File: config.mk
export PLATFORM = sky130hd
export DESIGN_NAME = fetch_status_ctrl
export DESIGN_NICKNAME = d
export VERILOG_FILES = /design/src/rtl/fsc_pkg.sv /design/src/rtl/fsc_stall_bits.sv /design/src/rtl/fsc_thread_fsm.sv /design/src/rtl/fsc_activity.sv /design/src/rtl/fetch_status_ctrl.sv
export SDC_FILE = /design/constraint.sdc
export NUM_CORES = 1
export LEC_CHECK = 0
export CORE_AREA = 2 2 108 110
export CTS_CLUSTER_DIAMETER = 60
export DETAILED_ROUTE_END_ITERATION = 16
export DIE_AREA = 0 0 110 112
export DONT_BUFFER_PORTS = 1
export HOLD_SLACK_MARGIN = 0.05
export PLACE_DENSITY = 0.52
export SYNTH_ARGS = -nofsm -noshare
export SYNTH_HDL_FRONTEND = slang
export SYNTH_SLANG_ARGS = --single-unit
export TNS_END_PERCENT = 20
File: constraint.sdc
create_clock -name clk -period 2.56 [get_ports clk]
set_input_delay 0.256 -clock clk [delete_from_list [all_inputs] [get_ports clk]]
set_output_delay 0.256 -clock clk [all_outputs]
set_load 0.02 [all_outputs]
File: src/rtl/fsc_pkg.sv
package fsc_pkg;

   localparam int NSTG = 4;

   typedef enum logic [3:0] {
      ST_RUN        = 4'd0,
      ST_IDLE       = 4'd1,
      ST_SQUASH     = 4'd2,
      ST_BLOCK      = 4'd3,
      ST_FETCH      = 4'd4,
      ST_TRAP       = 4'd5,
      ST_QUIESCE    = 4'd6,
      ST_WAIT_RESP  = 4'd7,
      ST_WAIT_RETRY = 4'd8,
      ST_ACC_DONE   = 4'd9
   } fsc_state_e;

   function automatic logic fsc_is_live(fsc_state_e s);
      return (s == ST_RUN) || (s == ST_SQUASH) || (s == ST_ACC_DONE);
   endfunction

endpackage

File: src/rtl/fsc_stall_bits.sv
module fsc_stall_bits #(
   parameter int NSTG = 4
) (
   input  logic            clk,
   input  logic            rst_n,
   input  logic [NSTG-1:0] set_i,
   input  logic [NSTG-1:0] clr_i,
   output logic [NSTG-1:0] bits_q,
   output logic [NSTG-1:0] bits_d
);

   always_comb bits_d = (bits_q | set_i) & ~clr_i;

   always_ff @(posedge clk) begin
      if (!rst_n) bits_q <= '0;
      else        bits_q <= bits_d;
   end

   assert_set_clr_excl_R2: assert property (@(posedge clk) disable iff (!rst_n)
      (set_i & clr_i) == '0);

   assert_set_sticks_R2: assert property (@(posedge clk) disable iff (!rst_n)
      (|set_i) |=> ((bits_q & $past(set_i)) == $past(set_i)));

endmodule

File: src/rtl/fsc_thread_fsm.sv
module fsc_thread_fsm
   import fsc_pkg::*;
#(
   parameter int TAG_W = 4
) (
   input  logic             clk,
   input  logic             rst_n,
   input  logic             cmt_sq_i,
   input  logic             rob_sq_i,
   input  logic             dec_sq_i,
   input  logic             stalled_i,
   input  logic             iss_hit_i,
   input  logic             iss_busy_i,
   input  logic [TAG_W-1:0] iss_tag_i,
   input  logic             cmp_hit_i,
   input  logic [TAG_W-1:0] cmp_tag_i,
   output fsc_state_e       state_o,
   output logic             line_valid_o,
   output logic             drop_o
);

   fsc_state_e       st_q, st_d;
   logic [TAG_W-1:0] tag_q, tag_d;
   logic             lv_q, lv_d;
   logic             any_sq, waiting;

   always_comb begin
      any_sq  = cmt_sq_i | rob_sq_i | dec_sq_i;
      waiting = (st_q == ST_WAIT_RESP) || (st_q == ST_WAIT_RETRY);
      st_d    = st_q;
      tag_d   = tag_q;
      lv_d    = lv_q;
      drop_o  = 1'b0;
      if (any_sq) begin
         st_d   = ST_SQUASH;
         drop_o = cmp_hit_i;
      end else if (stalled_i && !waiting) begin
         st_d   = ST_BLOCK;
         drop_o = cmp_hit_i;
      end else if (st_q == ST_BLOCK || st_q == ST_SQUASH) begin
         st_d   = ST_RUN;
         drop_o = cmp_hit_i;
      end else if (cmp_hit_i) begin
         if (st_q == ST_WAIT_RESP && cmp_tag_i == tag_q) begin
            lv_d = 1'b1;
            st_d = stalled_i ? ST_BLOCK : ST_ACC_DONE;
         end else begin
            drop_o = 1'b1;
         end
      end else if (iss_hit_i) begin
         if (st_q == ST_RUN) begin
            st_d  = iss_busy_i ? ST_WAIT_RETRY : ST_WAIT_RESP;
            tag_d = iss_tag_i;
            lv_d  = 1'b0;
         end else if (st_q == ST_ACC_DONE) begin
            st_d = ST_RUN;
         end
      end
   end

   always_ff @(posedge clk) begin
      if (!rst_n) begin
         st_q  <= ST_RUN;
         tag_q <= '0;
         lv_q  <= 1'b0;
      end else begin
         st_q  <= st_d;
         tag_q <= tag_d;
         lv_q  <= lv_d;
      end
   end

   assign state_o      = st_q;
   assign line_valid_o = lv_q;

   assert_commit_squash_R4: assert property (@(posedge clk) disable iff (!rst_n)
      (cmt_sq_i || rob_sq_i) |=> (state_o == ST_SQUASH));

   assert_wait_exempt_R3: assert property (@(posedge clk) disable iff (!rst_n)
      (stalled_i && !any_sq && !cmp_hit_i && state_o == ST_WAIT_RESP)
      |=> (state_o == ST_WAIT_RESP));

   assert_line_rise_R9: assert property (@(posedge clk) disable iff (!rst_n)
      $rose(line_valid_o) |-> (state_o == ST_ACC_DONE || state_o == ST_BLOCK));

endmodule

File: src/rtl/fsc_activity.sv
module fsc_activity
   import fsc_pkg::*;
#(
   parameter int NTHREADS = 4
) (
   input  logic                      clk,
   input  logic                      rst_n,
   input  logic [4*NTHREADS-1:0]     states_i,
   output logic                      active_o,
   output logic                      act_pulse_o,
   output logic                      deact_pulse_o
);

   logic [NTHREADS-1:0] live;
   logic                prev_q;

   for (genvar t = 0; t < NTHREADS; t++) begin : g_live
      assign live[t] = fsc_is_live(fsc_state_e'(states_i[4*t +: 4]));
   end

   assign active_o      = |live;
   assign act_pulse_o   = active_o & ~prev_q;
   assign deact_pulse_o = ~active_o & prev_q;

   always_ff @(posedge clk) begin
      if (!rst_n) prev_q <= 1'b1;
      else        prev_q <= active_o;
   end

endmodule

File: src/rtl/fetch_status_ctrl.sv
module fetch_status_ctrl
   import fsc_pkg::*;
#(
   parameter int NTHREADS = 4,
   parameter int TAG_W    = 4,
   parameter int CNT_W    = 8,
   localparam int TID_W   = (NTHREADS > 1) ? $clog2(NTHREADS) : 1
) (
   input  logic                      clk,
   input  logic                      rst_n,
   input  logic [NSTG*NTHREADS-1:0]  stall_set,
   input  logic [NSTG*NTHREADS-1:0]  stall_clr,
   input  logic                      ctx_switch,
   input  logic [NTHREADS-1:0]       cmt_squash,
   input  logic [NTHREADS-1:0]       rob_squashing,
   input  logic [NTHREADS-1:0]       dec_squash,
   input  logic                      iss_valid,
   input  logic [TID_W-1:0]          iss_tid,
   input  logic [TAG_W-1:0]          iss_tag,
   input  logic                      iss_busy,
   input  logic                      cmp_valid,
   input  logic [TID_W-1:0]          cmp_tid,
   input  logic [TAG_W-1:0]          cmp_tag,
   output logic [4*NTHREADS-1:0]     thread_state,
   output logic [NTHREADS-1:0]       line_valid,
   output logic                      stage_active,
   output logic                      activate_pulse,
   output logic                      deactivate_pulse,
   output logic [CNT_W-1:0]          miss_drop_count
);

   if (NTHREADS < 2) begin : g_bad_threads
      $error("fetch_status_ctrl: NTHREADS must be at least 2");
   end
   if (TAG_W < 1 || CNT_W < 1) begin : g_bad_widths
      $error("fetch_status_ctrl: TAG_W and CNT_W must be positive");
   end

   logic [NTHREADS-1:0] drop;

   for (genvar t = 0; t < NTHREADS; t++) begin : g_thr
      logic [NSTG-1:0] set_v, clr_v, bits_q, bits_d;
      fsc_state_e      st;

      for (genvar s = 0; s < NSTG; s++) begin : g_stg
         assign set_v[s] = stall_set[s*NTHREADS + t];
         assign clr_v[s] = stall_clr[s*NTHREADS + t];
      end

      fsc_stall_bits #(.NSTG(NSTG)) u_stall (
         .clk    (clk),
         .rst_n  (rst_n),
         .set_i  (set_v),
         .clr_i  (clr_v),
         .bits_q (bits_q),
         .bits_d (bits_d)
      );

      fsc_thread_fsm #(.TAG_W(TAG_W)) u_fsm (
         .clk          (clk),
         .rst_n        (rst_n),
         .cmt_sq_i     (cmt_squash[t]),
         .rob_sq_i     (rob_squashing[t]),
         .dec_sq_i     (dec_squash[t]),
         .stalled_i    (ctx_switch | (|bits_d)),
         .iss_hit_i    (iss_valid && (iss_tid == TID_W'(t))),
         .iss_busy_i   (iss_busy),
         .iss_tag_i    (iss_tag),
         .cmp_hit_i    (cmp_valid && (cmp_tid == TID_W'(t))),
         .cmp_tag_i    (cmp_tag),
         .state_o      (st),
         .line_valid_o (line_valid[t]),
         .drop_o       (drop[t])
      );

      assign thread_state[4*t +: 4] = st;
   end

   fsc_activity #(.NTHREADS(NTHREADS)) u_act (
      .clk           (clk),
      .rst_n         (rst_n),
      .states_i      (thread_state),
      .active_o      (stage_active),
      .act_pulse_o   (activate_pulse),
      .deact_pulse_o (deactivate_pulse)
   );

   always_ff @(posedge clk) begin
      if (!rst_n)     miss_drop_count <= '0;
      else if (|drop) miss_drop_count <= miss_drop_count + CNT_W'(1);
   end

   assert_drop_needs_cmp_R8: assert property (@(posedge clk) disable iff (!rst_n)
      (miss_drop_count != $past(miss_drop_count)) |-> $past(cmp_valid));

   assert_fall_pulses_R10: assert property (@(posedge clk) disable iff (!rst_n)
      $fell(stage_active) |-> (deactivate_pulse && !activate_pulse));

   assert_rise_pulses_R10: assert property (@(posedge clk) disable iff (!rst_n)
      $rose(stage_active) |-> (activate_pulse && !deactivate_pulse));

endmodule

==> flow_metrics.py <==
metrics = {
    "outcome": {
        "status": "finished, final reports clean",
    },
    "floorplanning": {
        "start_util_pct": 29.1,
        "num_io_pins": 93,
        "die_h_microns": 112,
        "num_rows": 39,
        "dieArea_sq_mm": 0.0123,
        "chipWidth_microns": 110,
        "core_area_sq_mm": 0.0112,
    },
    "placement": {
        "dp.cells": 521,
        "place_area_sq_mm": 0.00348,
        "port_buffers": 0,
        "place_ws_ns": 0.339,
        "gp_congestion": 0.931,
        "dp_hpwl_microns": 6900,
    },
    "cts": {
        "post_cts_resized": 0,
        "cts_sinks": 61,
        "clock_path_buffers": 2,
        "cts_max_level": 3,
        "clk_latency_ns": 0.33,
        "root_buffer": "clkbuf_16",
        "cts_tree": "done",
        "path_clk_slew_ns": 0.06,
        "cts_buffers": 9,
    },
    "final_layout": {
        "drive_above_1_share_pct": 12.7,
        "fin_util_pct": 34.3,
        "fin_cells": 538,
        "diodes": 0,
        "syn_to_final_growth_pct": 17.8,
        "layout.nets": 453,
        "final_area_sq_mm": 0.00383,
    },
    "worst_setup_path": {
        "slowest_stage": "dfxtp_1",
        "critical-path-top-delay-family": "simple AND/OR/NAND/NOR gates",
        "path_class": "register to register",
        "cp_max_fo": 7,
        "cp_num_buf_inv": 1,
        "cp_data_required_time_ns": 2.77,
        "cp.depth": 7,
        "crit_arrival_ns": 2.46,
        "endpoint_kind": "register",
        "setup.worst_path.start_class": "register",
        "max_stage_delay_ns": 0.54,
        "path_cells": "or3b_1 > nand2_1 > o31a_1 > nor4_4 > buf_4 > mux2i_1 > nor2_1",
        "r2r_cells": 7,
    },
    "yosys": {
        "synth_ff_type": "dfxtp_1",
        "synth_largest_area_cell": "dfxtp_1",
        "synthTopCellsByArea": "dfxtp_1, mux2i_1, nor2_1",
        "synth_common_cells": "dfxtp_1, nor2_1, nand2_1, mux2i_1, a21oi_1",
        "postSynthAreaPerCell_sq_um": 8.63,
        "synth-edff-count": 0,
        "synthesis.nets": 440,
        "async_flop_share_pct": 0,
        "synth-warning-count": 0,
        "synth-seq-cells": 61,
        "yosys.area.top_type_share_pct": 37.5,
        "syn_area_sq_mm": 0.00325,
        "synth_cells": 377,
        "seq_area_frac_synth_pct": 37.5,
        "synth.distinct_cells": 60,
        "yosysMostFrequentCell": "dfxtp_1",
    },
    "sta": {
        "drv_slew": 0,
        "worst_slack_ns": 0.315,
        "hold_viol_final": 0,
        "layout_min_cycle_time_ns": 2.24,
        "finalSetupViolCount": 0,
        "slew_headroom_pct": 61.0,
        "rsz0062_at_grt": "false",
        "fmax_mhz": 446,
        "tightest_slew_ns": 0.582,
        "skew_ns": 0.00474,
        "timing.hold.ws_ns": 0.0712,
        "period_share_pct": 87.7,
        "timing.setup.tns_ns": 0,
    },
    "hold_path": {
        "worstHoldPathType": "input pin to register",
        "hold_path_depth": 2,
    },
    "detailed_routing": {
        "wl_per_cell_microns": 16.9,
        "drt_first_pass_iters": 4,
        "wirelength_microns": 9070,
        "antenna_left": 0,
        "drc": 0,
        "vias": 2817,
        "vias_per_cell": 5.24,
        "drt_iter0_drc": 105,
    },
    "global_route": {
        "grt.total_usage_pct": 15.3,
        "overflow": 0,
        "grt_max_degree": 23,
        "antenna_found_initial": 0,
        "grt_pass1_vias": 2742,
        "grt_first_pass_wirelength_microns": 14200,
    },
    "power_and_ir_drop": {
        "p_leak_nw": 1.54,
        "power_density_mw_per_mm2": 680,
        "total_power_mw": 2.61,
        "ir_drop_mv": 0.299,
    },
    "job": {
        "cap_violations": 0,
    },
}
-- final timing paths --
check                             start                          to  slack, ns
max           g_thr[3].u_fsm.state_o[2]          miss_drop_count[1]       0.32
min                          iss_tag[3]     g_thr[2].u_fsm.tag_q[3]       0.07
max reg2reg   g_thr[3].u_fsm.state_o[2]          miss_drop_count[1]       0.32
min reg2reg  g_thr[3].u_stall.bits_q[2]  g_thr[3].u_stall.bits_q[2]       0.49
-- flip-flops by register name, summed over array words and instances, names as in the netlist --
| name | flops |
|---|---|
| u_act.prev_q | 1 |
| g_thr.u_stall.bits_q | 16 |
| miss_drop_count | 8 |
| g_thr.u_fsm.state_o | 16 |
| g_thr.u_fsm.tag_q | 16 |
| g_thr.u_fsm.line_valid_o | 4 |
-- cell usage in the layout (no fill, tap or decap), types with 3 or more instances in the layout --
master	instances
mux2i_1	22
o21ba_2	6
nor3_1	12
nor2_1	52
nand3b_1	3
or3_1	5
o31ai_1	3
nand2_1	27
a21oi_1	21
nand3_1	13
and2_1	14
inv_1	7
and4_1	3
or3b_1	3
dfxtp_1	61
xnor2_1	9
bufinv_16	3
buf_4	15
a31oi_1	5
and3b_1	3
nand4_1	7
and3_1	4
or4_1	4
o21bai_1	8
o21ai_0	8
clkbuf_16	9
a211oi_1	5
xor2_1	12
-- layer usage --
layer  wire [microns]  global-route usage [%]  vias up
met1             3820                    18.8     1330
met5                0                       0        -
met3              902                    7.20       12
met2             4180                    22.7       88
met4              172                    6.41        0
li1                 -                       -     1387
-- logic make-up after synthesis --
kind of cell / Yosys count / share of synthesized area (%)
simple gates: 171 / 28.4
compound gates: 79 / 18.0
flops: 61 / 37.5
mux: 23 / 7.11
xor+xnor: 21 / 5.65
buf+inv: 21 / 2.96
fa+ha+maj: 1 / 0.384
-- layout make-up --
cell class	instances	area (sq um)
multi-input cells	295	1940
well taps	143	179
clock buffers	10	239
flip-flops and latches	61	1220
clock inverters	6	110
repair buffers	16	123
fillers	1139	7340
inverters	7	26.3
-- what timing repair did --
action | in CTS | in global routing
hold endpoints to repair | 12 | 0
buffers inserted | 0 | 0
hold buffers | 1 | 0
-- power breakdown --
group	total (mW)	leakage, nW	internal, mW	switching [mW]
clock	1.42	0.165	0.974	0.446
sequential	0.997	0.496	0.972	0.0245
combinational	0.190	0.881	0.0831	0.107
-- worst register-to-register path, cell delays in order, from the launching register on --
cell and delay [ns]:
dfxtp_1 0.54, or3b_1 0.26, nand2_1 0.08, o31a_1 0.36, nor4_4 0.45, buf_4 0.22, mux2i_1 0.17, nor2_1 0.05
(Power assumes the default switching activity.)
